<file path="config.mk">
export PLATFORM = sky130hd
export DESIGN_NAME = hp_win_top
export DESIGN_NICKNAME = d
export VERILOG_FILES = /design/src/rtl/hp_win_pkg.sv /design/src/rtl/hp_win_ctrl.sv /design/src/rtl/hp_win_dp.sv /design/src/rtl/hp_win_top.sv
export SDC_FILE = /design/constraint.sdc
export NUM_CORES = 1
export LEC_CHECK = 0
export CAP_MARGIN = 10
export CORE_UTILIZATION = 38
export CTS_CLUSTER_SIZE = 14
export DETAILED_ROUTE_END_ITERATION = 8
export DONT_BUFFER_PORTS = 1
export MAX_ROUTING_LAYER = met4
export PLACE_DENSITY = 0.54
export SLEW_MARGIN = 40
export SYNTH_ARGS = -nofsm -noshare
export SYNTH_HDL_FRONTEND = slang
export SYNTH_SLANG_ARGS = --single-unit
export TNS_END_PERCENT = 20
</file>
<file path="constraint.sdc">
create_clock -name clk -period 1.7 [get_ports clk]
set_clock_uncertainty 0.05 [all_clocks]
set_input_delay 0.34 -clock clk [delete_from_list [all_inputs] [get_ports clk]]
set_output_delay 0.34 -clock clk [all_outputs]
set_load 0.1 [all_outputs]
</file>
<file path="src/rtl/hp_win_pkg.sv">
package hp_win_pkg;
  localparam int REG_BYTES = 4;
  localparam int REG_W     = 8 * REG_BYTES;

  // Register selector taken from address bits [3:2]
  typedef enum logic [1:0] {
    SEL_UP   = 2'd0,
    SEL_DOWN = 2'd1,
    SEL_EJ   = 2'd2,
    SEL_RMV  = 2'd3
  } hp_sel_e;

  // Strobes from the decoder to the datapath
  typedef struct packed {
    logic rdUp;
    logic rdDown;
    logic rdFeat;
    logic rdRmv;
    logic wrEject;
  } hp_strb_t;
endpackage

</file>
<file path="src/rtl/hp_win_ctrl.sv">
module hp_win_ctrl
  import hp_win_pkg::*;
#(
  parameter int ADDR_W = 16,
  parameter logic [ADDR_W-1:0] BASE_PORT = 16'hAE00
) (
  input  logic              clk,
  input  logic              rst_n,
  input  logic [ADDR_W-1:0] ioAddr,
  input  logic              ioRd,
  input  logic              ioWr,
  input  logic [2:0]        ioSize,
  output hp_strb_t          strb
);
  localparam int OFS_BITS = 4;

  logic    inWin;
  logic    aligned;
  logic    sizeOk;
  logic    hit;
  hp_sel_e sel;

  assign inWin   = (ioAddr[ADDR_W-1:OFS_BITS] == BASE_PORT[ADDR_W-1:OFS_BITS]);
  assign aligned = (ioAddr[1:0] == 2'b00);
  assign sizeOk  = (ioSize == 3'(REG_BYTES));
  assign hit     = inWin && aligned && sizeOk;
  assign sel     = hp_sel_e'(ioAddr[3:2]);

  always_comb begin
    strb         = '0;
    strb.rdUp    = hit && ioRd && (sel == SEL_UP);
    strb.rdDown  = hit && ioRd && (sel == SEL_DOWN);
    strb.rdFeat  = hit && ioRd && (sel == SEL_EJ);
    strb.rdRmv   = hit && ioRd && (sel == SEL_RMV);
    strb.wrEject = hit && ioWr && (sel == SEL_EJ);
  end


  rd_onehot_chk: assert property (@(posedge clk) disable iff (!rst_n)
    $onehot0({strb.rdUp, strb.rdDown, strb.rdFeat, strb.rdRmv}));


  bad_size_chk: assert property (@(posedge clk) disable iff (!rst_n)
    (ioSize != 3'd4) |-> (strb == '0));


  ej_addr_chk: assert property (@(posedge clk) disable iff (!rst_n)
    strb.wrEject |-> (ioWr && ioAddr[3:0] == 4'h8));
endmodule

</file>
<file path="src/rtl/hp_win_dp.sv">
module hp_win_dp
  import hp_win_pkg::*;
#(
  parameter int SLOTS = 32
) (
  input  logic             clk,
  input  logic             rst_n,
  input  hp_strb_t         strb,
  input  logic [REG_W-1:0] ioWdata,
  input  logic [SLOTS-1:0] slotPresent,
  input  logic [SLOTS-1:0] slotHpEnable,
  input  logic [SLOTS-1:0] slotDownPending,
  output logic [REG_W-1:0] ioRdata,
  output logic             ejectValid,
  output logic [SLOTS-1:0] ejectMask
);
  logic [REG_W-1:0] upWord;
  logic [REG_W-1:0] downWord;
  logic [REG_W-1:0] rmvWord;
  logic [REG_W-1:0] rdNext;

  generate
    if (SLOTS == REG_W) begin : g_full
      assign upWord   = slotPresent & slotHpEnable;
      assign downWord = slotDownPending;
      assign rmvWord  = slotHpEnable;
    end else begin : g_pad
      localparam int PAD = REG_W - SLOTS;
      assign upWord   = {{PAD{1'b0}}, slotPresent & slotHpEnable};
      assign downWord = {{PAD{1'b0}}, slotDownPending};
      assign rmvWord  = {{PAD{1'b0}}, slotHpEnable};
    end
  endgenerate

  // Feature register reads as zero, so rdFeat contributes nothing.
  assign rdNext = ({REG_W{strb.rdUp}}   & upWord)
                | ({REG_W{strb.rdDown}} & downWord)
                | ({REG_W{strb.rdRmv}}  & rmvWord);

  always_ff @(posedge clk) begin
    if (!rst_n) begin
      ioRdata    <= '0;
      ejectValid <= 1'b0;
      ejectMask  <= '0;
    end else begin
      ioRdata    <= rdNext;
      ejectValid <= strb.wrEject;
      ejectMask  <= strb.wrEject ? ioWdata[SLOTS-1:0] : '0;
    end
  end


  eject_src_chk: assert property (@(posedge clk) disable iff (!rst_n)
    ejectValid |-> $past(strb.wrEject));


  idle_mask_chk: assert property (@(posedge clk) disable iff (!rst_n)
    !ejectValid |-> (ejectMask == '0));


  feat_zero_chk: assert property (@(posedge clk) disable iff (!rst_n)
    $past(strb.rdFeat) |-> (ioRdata == '0));


  no_read_zero_chk: assert property (@(posedge clk) disable iff (!rst_n)
    !$past(strb.rdUp || strb.rdDown || strb.rdRmv) |-> (ioRdata == '0));
endmodule

</file>
<file path="src/rtl/hp_win_top.sv">
module hp_win_top
  import hp_win_pkg::*;
#(
  parameter int ADDR_W = 16,
  parameter logic [ADDR_W-1:0] BASE_PORT = 16'hAE00,
  parameter int SLOTS = 32
) (
  input  logic              clk,
  input  logic              rst_n,
  input  logic [ADDR_W-1:0] ioAddr,
  input  logic              ioRd,
  input  logic              ioWr,
  input  logic [2:0]        ioSize,
  input  logic [REG_W-1:0]  ioWdata,
  output logic [REG_W-1:0]  ioRdata,
  input  logic [SLOTS-1:0]  slotPresent,
  input  logic [SLOTS-1:0]  slotHpEnable,
  input  logic [SLOTS-1:0]  slotDownPending,
  output logic              ejectValid,
  output logic [SLOTS-1:0]  ejectMask
);
  hp_strb_t strb;

  hp_win_ctrl #(.ADDR_W(ADDR_W), .BASE_PORT(BASE_PORT)) u_ctrl (
    .clk    (clk),
    .rst_n  (rst_n),
    .ioAddr (ioAddr),
    .ioRd   (ioRd),
    .ioWr   (ioWr),
    .ioSize (ioSize),
    .strb   (strb)
  );

  hp_win_dp #(.SLOTS(SLOTS)) u_dp (
    .clk             (clk),
    .rst_n           (rst_n),
    .strb            (strb),
    .ioWdata         (ioWdata),
    .slotPresent     (slotPresent),
    .slotHpEnable    (slotHpEnable),
    .slotDownPending (slotDownPending),
    .ioRdata         (ioRdata),
    .ejectValid      (ejectValid),
    .ejectMask       (ejectMask)
  );


  reset_quiet_chk: assert property (@(posedge clk)
    !$past(rst_n) |-> (!ejectValid && ioRdata == '0));
endmodule

</file>
==> results of run 1 <==
==> stage by stage <==
step	total power, mW	hold WS [ps]	setup slack [ps]
detailed placement	1.79	414	97.0
floorplan	1.75	410	303
finish	3.08	67.6	358
CTS	3.12	44.4	329
global placement	1.79	415	178
global route	3.21	32.3	289
==> final timing paths <==
check	slack, ps	to	depth (start not counted)	startpoint
max	360	ioRdata[31]	1	u_dp.ioRdata[31]
min	70	u_dp.ejectMask[11]	2	ioWdata[11]
==> synth_stat cells, drive strengths merged <==
library cell,count
and2,65
dfxtp,65
nand4,65
a21oi,32
inv,32
nor3,32
o32ai,32
buf,28
clkbuf,19
and3b,2
nor2,2
nor2b,2
and4bb,1
nand2,1
nand3,1
nor4,1
nor4b,1
==> routing by layer <==
metal	global-route usage, %	wire (µm)	vias to the layer above
met2	36.1	5010	164
met1	26.9	4110	1460
li1	-	-	1465
met4	5.35	30	0
met3	7.66	940	2
met5	-	0	-
==> cell type report <==
| cell class | count | area, µm² | area share (%) |
|---|---|---|---|
| Inverter | 32 | 120 | 2.88 |
| Clock buffer | 9 | 124 | 2.97 |
| Tap cell | 105 | 131 | 3.15 |
| Antenna cell | 2 | 5.00 | 0.120 |
| Clock inverter | 7 | 70.1 | 1.68 |
| Timing Repair Buffer | 81 | 708 | 17.0 |
| Multi-Input combinational cell | 237 | 1710 | 41.0 |
| Sequential cell | 65 | 1300 | 31.2 |
==> state kept, by name, summed over array words and instances, names as in the netlist <==
name and count:
u_dp.ioRdata 32, u_dp.ejectValid 1, u_dp.ejectMask 32
==> logic make-up after synthesis <==
kind of cell           share of synthesized area (%)
buffers and inverters                           10.6
AOI/OAI and AO/OA                               15.9
DFF                                             39.0
and+or+nand+nor                                 34.5
==> power by group <==
part	switching [mW]	internal, mW
Sequential	0.000000383	1.52
Combinational	0.138	0.0958
Clock	0.651	0.677
Total	0.789	2.29
==> summary by stage, run 1 <==
Critical path
The top fanout value on the critical path is 1. Grouping stages by cell kind, the critical path spends the most delay in flip-flops. At the worst endpoint, the required time is 1310 ps. Together, buffers and inverters on the worst path number 1. STA puts the critical path data arrival time at 950 ps. The worst setup path is launched from a flip-flop. STA classifies the critical path endpoint as a primary output. The slowest stage of the critical path is the dfxtp_1 cell. Traced cell by cell, the critical path runs through buf_4. The highest cell delay on the worst timing path is 330 ps. The worst setup path is of the reg -> out kind.

Timing
The final period demand of the worst path is 1340 ps. The total count of hold-check failures in the final report is 0. Setup repair after global routing left no endpoint under its margin.

The transition at the pin with the smallest max-transition slack is 461 ps. The worst slew margin relative to its limit is 69.0%. The final critical-path share of the clock period is 78.9%. The highest clock rate is 0.745 GHz. The count of final setup violators is 0.

The final max-slew violation count is 0. The sum of negative setup slack is 0 ps.

Floorplan
The number of cell rows is 33. The horizontal die dimension is 95.7 µm. The floorplan core area is 8340 µm². The y dimension of the die is 95.7 µm. The initial standard-cell utilization of the core is 40.0%.

The floorplan die area is 9170 µm². For this design the top-level I/O count stands at 216.

Routing
The number of vias in the routed layout is 3091. For this run, design rule violations remaining after detail routing come to 0. The detailed-route wire length is 10100 µm. The count of nets left with antenna violations after detail routing is 0. The number of iterations in the first detailed-routing pass is 4. In the final routed layout, each cell accounts on average for 18.8 µm. The number of violations reported at the end of detailed-routing iteration 0 is 102.

The mean number of vias per cell is 5.75.

Synthesis
Sequential elements use 39.0% of the synthesized area. The area share of the leading cell type in the synthesized netlist is 39.0%. After synthesis, the cell types taking the most area are dfxtp_1 39%, and2_1 12%, nand4_1 12%, o32ai_2 5.8%, o32ai_1 5.2%. The total standard cell area after synthesis is 3340 µm². When the netlist entered floorplanning its net count stood at 532. The warning count from the yosys run is 0. The top cell type by total area after synthesis is dfxtp_1.

The mean area per synthesized cell is 8.76 µm². After synthesis the netlist holds a flip-flop and latch count of 65. In the synthesized netlist, the number of instances is 381. Counting distinct cell types in the post-synthesis netlist gives 22.

Clock network
Clock-pin slew was measured on the worst setup and hold paths at 80 ps. TritonCTS built the clock tree. The TritonCTS buffer count is 9. The CTS sink count is 65. After clock tree synthesis, the flow added hold-fix buffers numbering 0. The buffer levels on the longest clock path is 2. The H-tree depth is 3. Gates resized during post-CTS repair numbered 0.

The post-CTS setup repair buffer count is 0. The master cell of the clock root buffer is clkbuf_8.

Finish
The top cell types in the final layout, fill and taps aside, are 73 x buf_4, 65 x nand4_1, 65 x and2_1, 65 x dfxtp_1. The library cell used most frequently in the layout, excluding fill and tap cells, is buf_4. In the final design database the tool counted 577 nets. The finished cells cover 4170 µm².

The filler cell count in the final layout is 795. At the end of the flow the core is filled with cells to 50.0%. The count of cells in the finished layout, fillers not included, comes to 538. The layout cell share with drive strength beyond 1 is 30.6%. The relative area change from synthesis to final layout is 24.9%.

Placed design
The HPWL after detailed placement is 7010 µm. The number of input and output port buffers inserted is 0. Counting tap cells, the placed design contains a total of 520 instances. The congestion estimate from routability-driven global placement came to 0.786.

In this run the cell area measured after placement is 3970 µm².

GRT
The initial antenna violation count is 2. The number of global-route vias before repair is 3040. The first global-routing pass estimated 15200 µm of wire. In the global route stage, overall resource usage came out at 22.4%. The largest net degree at the start of global routing is 65.

The total overflow left after global routing is 0.

Worst hold path
The tightest min-delay check is of the in -> reg type.

Job
The tool flagged a number of max-cap violations equal to 0.

Pwr
For this design the ratio of total power to cell area is 739 nW/µm². The analysis attributes to cell leakage a power of 1.53 nW. The worst-case IR drop observed on VDD is 460 µV.

Status
The flow ran to the end, and the final reports show no timing, DRC or antenna violations.
No activity file was read; power rests on OpenSTA's default activity.
==> inputs of run 2 (changes only) <==
--- a/config.mk
+++ b/config.mk
@@ -11,7 +11,7 @@
 export DETAILED_ROUTE_END_ITERATION = 8
 export DONT_BUFFER_PORTS = 1
 export MAX_ROUTING_LAYER = met4
-export PLACE_DENSITY = 0.54
+export PLACE_DENSITY = 0.56
 export SLEW_MARGIN = 40
 export SYNTH_ARGS = -nofsm -noshare
 export SYNTH_HDL_FRONTEND = slang
==> constraint.sdc (replaced) <==
create_clock -name clk -period 1.2 [get_ports clk]
set_clock_uncertainty 0.05 [all_clocks]
set_input_delay 0.24 -clock clk [delete_from_list [all_inputs] [get_ports clk]]
set_output_delay 0.24 -clock clk [all_outputs]
set_load 0.1 [all_outputs]
==> summary by stage, run 2 (synthesis gave the netlist of run 1 again) <==
Timing
The worst pin sits at a relative slew slack of 75.3%. The sum of negative setup slack is 0 ps. Setup repair after global routing could not meet its margin everywhere.

The total count of hold-check failures in the final report came to 0. For the pin with the worst max-slew slack, the measured transition is 369 ps. Setup violations remaining at the end of the flow were counted as 0. The least setup slack across all paths after layout is 14.6 ps. The worst path needs 1190 ps of the cycle, external delays included. The highest clock rate is 0.844 GHz. Of the available clock period, the critical path in the final layout requires 98.8%.

The final max-slew violation count came to 0.

Pwr
The leakage power total is 1.87 nW. Power comes to 4.28 mW. IR analysis of the VDD net gives a maximum drop of 477 µV. Dividing total power by cell area gives a power density of 792 nW/µm².

Job
The count of maximum capacitance violations is 0.

Critical path
Tracing the worst setup path back leads to its startpoint at u_dp.ejectMask[17]. The slowest stage of the critical path belongs to the cell dfxtp_2. The worst setup path endpoint is ejectMask[17]. The largest single stage delay on the critical path is 370 ps.

The startpoint-to-endpoint class of the critical path is reg -> out. The worst setup path is launched from a flip-flop. The cell depth of the worst setup path is 1. The required time reported for the critical path endpoint is 910 ps. The signal on the critical path passes through buf_12. The cell family contributing the most delay on the critical path is flip-flops.

The top fanout value on the critical path is 1. Counting both buffers and inverters, the worst setup path holds a total of 1. STA classifies the critical path endpoint as a primary output.

Data arrives at the worst endpoint at 900 ps.

Finish
After routing the design area is 5410 µm². The register cell area after layout is 1370 µm². The area growth from synthesis to layout is 61.9%. The most common cell after layout, fill and taps aside is buf_12. The post-layout net count is 609. The library cells used most frequently in the layout, excluding fill and tap cells, are 75 x buf_12, 65 x nand4_1, 65 x and2_1. The largest registers in the layout are u_dp.ejectMask x32, u_dp.ioRdata x32, u_dp.ejectValid x1. The final core area utilization is 64.8%. The layout cell share with drive strength beyond 1 is 41.0%. The filler cell count in the final layout is 649. The multi-input combinational cells in the finished layout cover a total of 1730 µm².

Floorplan
The number of cell rows is 33. The horizontal die dimension is 95.7 µm. The floorplan core area is 8340 µm². For this configuration, the core starts out at a cell density of 40.0%. The die covers 9170 µm². The y dimension of the die is 95.7 µm. The I/O pin count is 216.

GRT
In the global route stage, met2 resource usage came out at 41.5%. The number of global-route vias before repair is 3216. In the global route stage, met1 resource usage came out at 26.4%.

The final global-route overflow total is 0. Entering global routing, the biggest net connects 65 pins. Global routing used 24.1% of the available tracks. The global routing usage on met3 is 7.98%. The busiest layer in global routing is met2.

The wire length of the first global-routing pass is 16100 µm. The initial antenna violation count was 2.

Worst hold path
The worst hold path belongs to the class in -> reg.

Clock network
Counting along the longest clock path gives a buffer depth of 2. The master cell of the clock root buffer is clkbuf_8. The H-tree depth is 3. After clock tree synthesis, the clock-pin slew on the worst setup and hold paths is 80 ps.

Buffers added to address setup during post-CTS repair amount to 0. Clock tree synthesis found a total of 65 sinks. The TritonCTS buffer count is 9.

The CTS tree is done.

Placed design
The number of input and output port buffers inserted is 0. The total cell area at the placement stage is 4830 µm². The half-perimeter wire length after detailed placement is 7140 µm. The pre-CTS worst setup slack is -238 ps. The last weighted congestion value of the routability-driven placer is 0.741.

Routing
The number of violations reported at the end of detailed-routing iteration 0 is 140. Dividing the detail-routed via count by the number of cells gives 5.74. After detailed routing, the total wire length is 10800 µm. The wire length per cell after detailed routing is 18.9 µm. The number of vias in the routed layout is 3271. The count of nets left with antenna violations after detail routing is 0. For this run, design rule violations remaining after detail routing come to 0. The number of iterations in the first detailed-routing pass is 4.

Status
The run finished with clean final reports.
-- run 2: changes by cell type in the layout (fill, tap and decap cells not counted), sizes merged --
cell	delta
clkinv	-1
clkinvlp	+1
dlygate4sd3	+32
bufinv	-1
clkbuf	+1
-- run 2: per-stage QoR --
step	cells	hold WS [ps]
final	570	76.0
after global routing	570	58.5
after floorplan	381	310
after detailed placement	520	315
after global placement	520	314
after CTS	568	72.4
-- run 2: layout make-up --
| cell class | count | share of cell area [%] |
|---|---|---|
| sequential | 65 | 25.3 |
| multi-input combinational | 237 | 32.1 |
| timing repair buffer | 113 | 34.5 |
| clock buffer | 10 | 2.55 |
| tap | 105 | 2.43 |
| inverter | 32 | 2.22 |
| antenna | 2 | 0.0925 |
| clock inverter | 6 | 0.787 |
-- run 2: layer usage --
| layer | up-vias | part of all wire, % |
|---|---|---|
| met1 | 1570 | 38 |
| met5 | - | 0 |
| met2 | 158 | 51 |
| met3 | 14 | 9.0 |
| met4 | 0 | 1.5 |
| li1 | 1529 | - |
-- run 2: worst min path at each step --
| stage | slack, ps | from | cells past startpoint | to |
|---|---|---|---|---|
| global route | 60 | slotPresent[23] | 2 | u_dp.ioRdata[23] |
| global placement | 310 | ioWdata[12] | 2 | u_dp.ejectMask[12] |
| detailed placement | 310 | ioWdata[21] | 2 | u_dp.ejectMask[21] |
| finish | 80 | slotPresent[23] | 2 | u_dp.ioRdata[23] |
| CTS | 70 | slotPresent[15] | 2 | u_dp.ioRdata[15] |
| floorplan | 310 | ioWdata[10] | 2 | u_dp.ejectMask[10] |
-- run 2: where the power goes --
group	switching, mW	internal (mW)
logic	0.219	0.212
clock network	0.890	0.809
registers	0.00000166	2.15
total	1.11	3.17
-- run 2: timing repair --
item                       4_1_cts  5_1_grt
setup endpoints to repair        6       49
hold endpoints to repair        32        0
resized for setup                6       49
hold buffers                    32        0
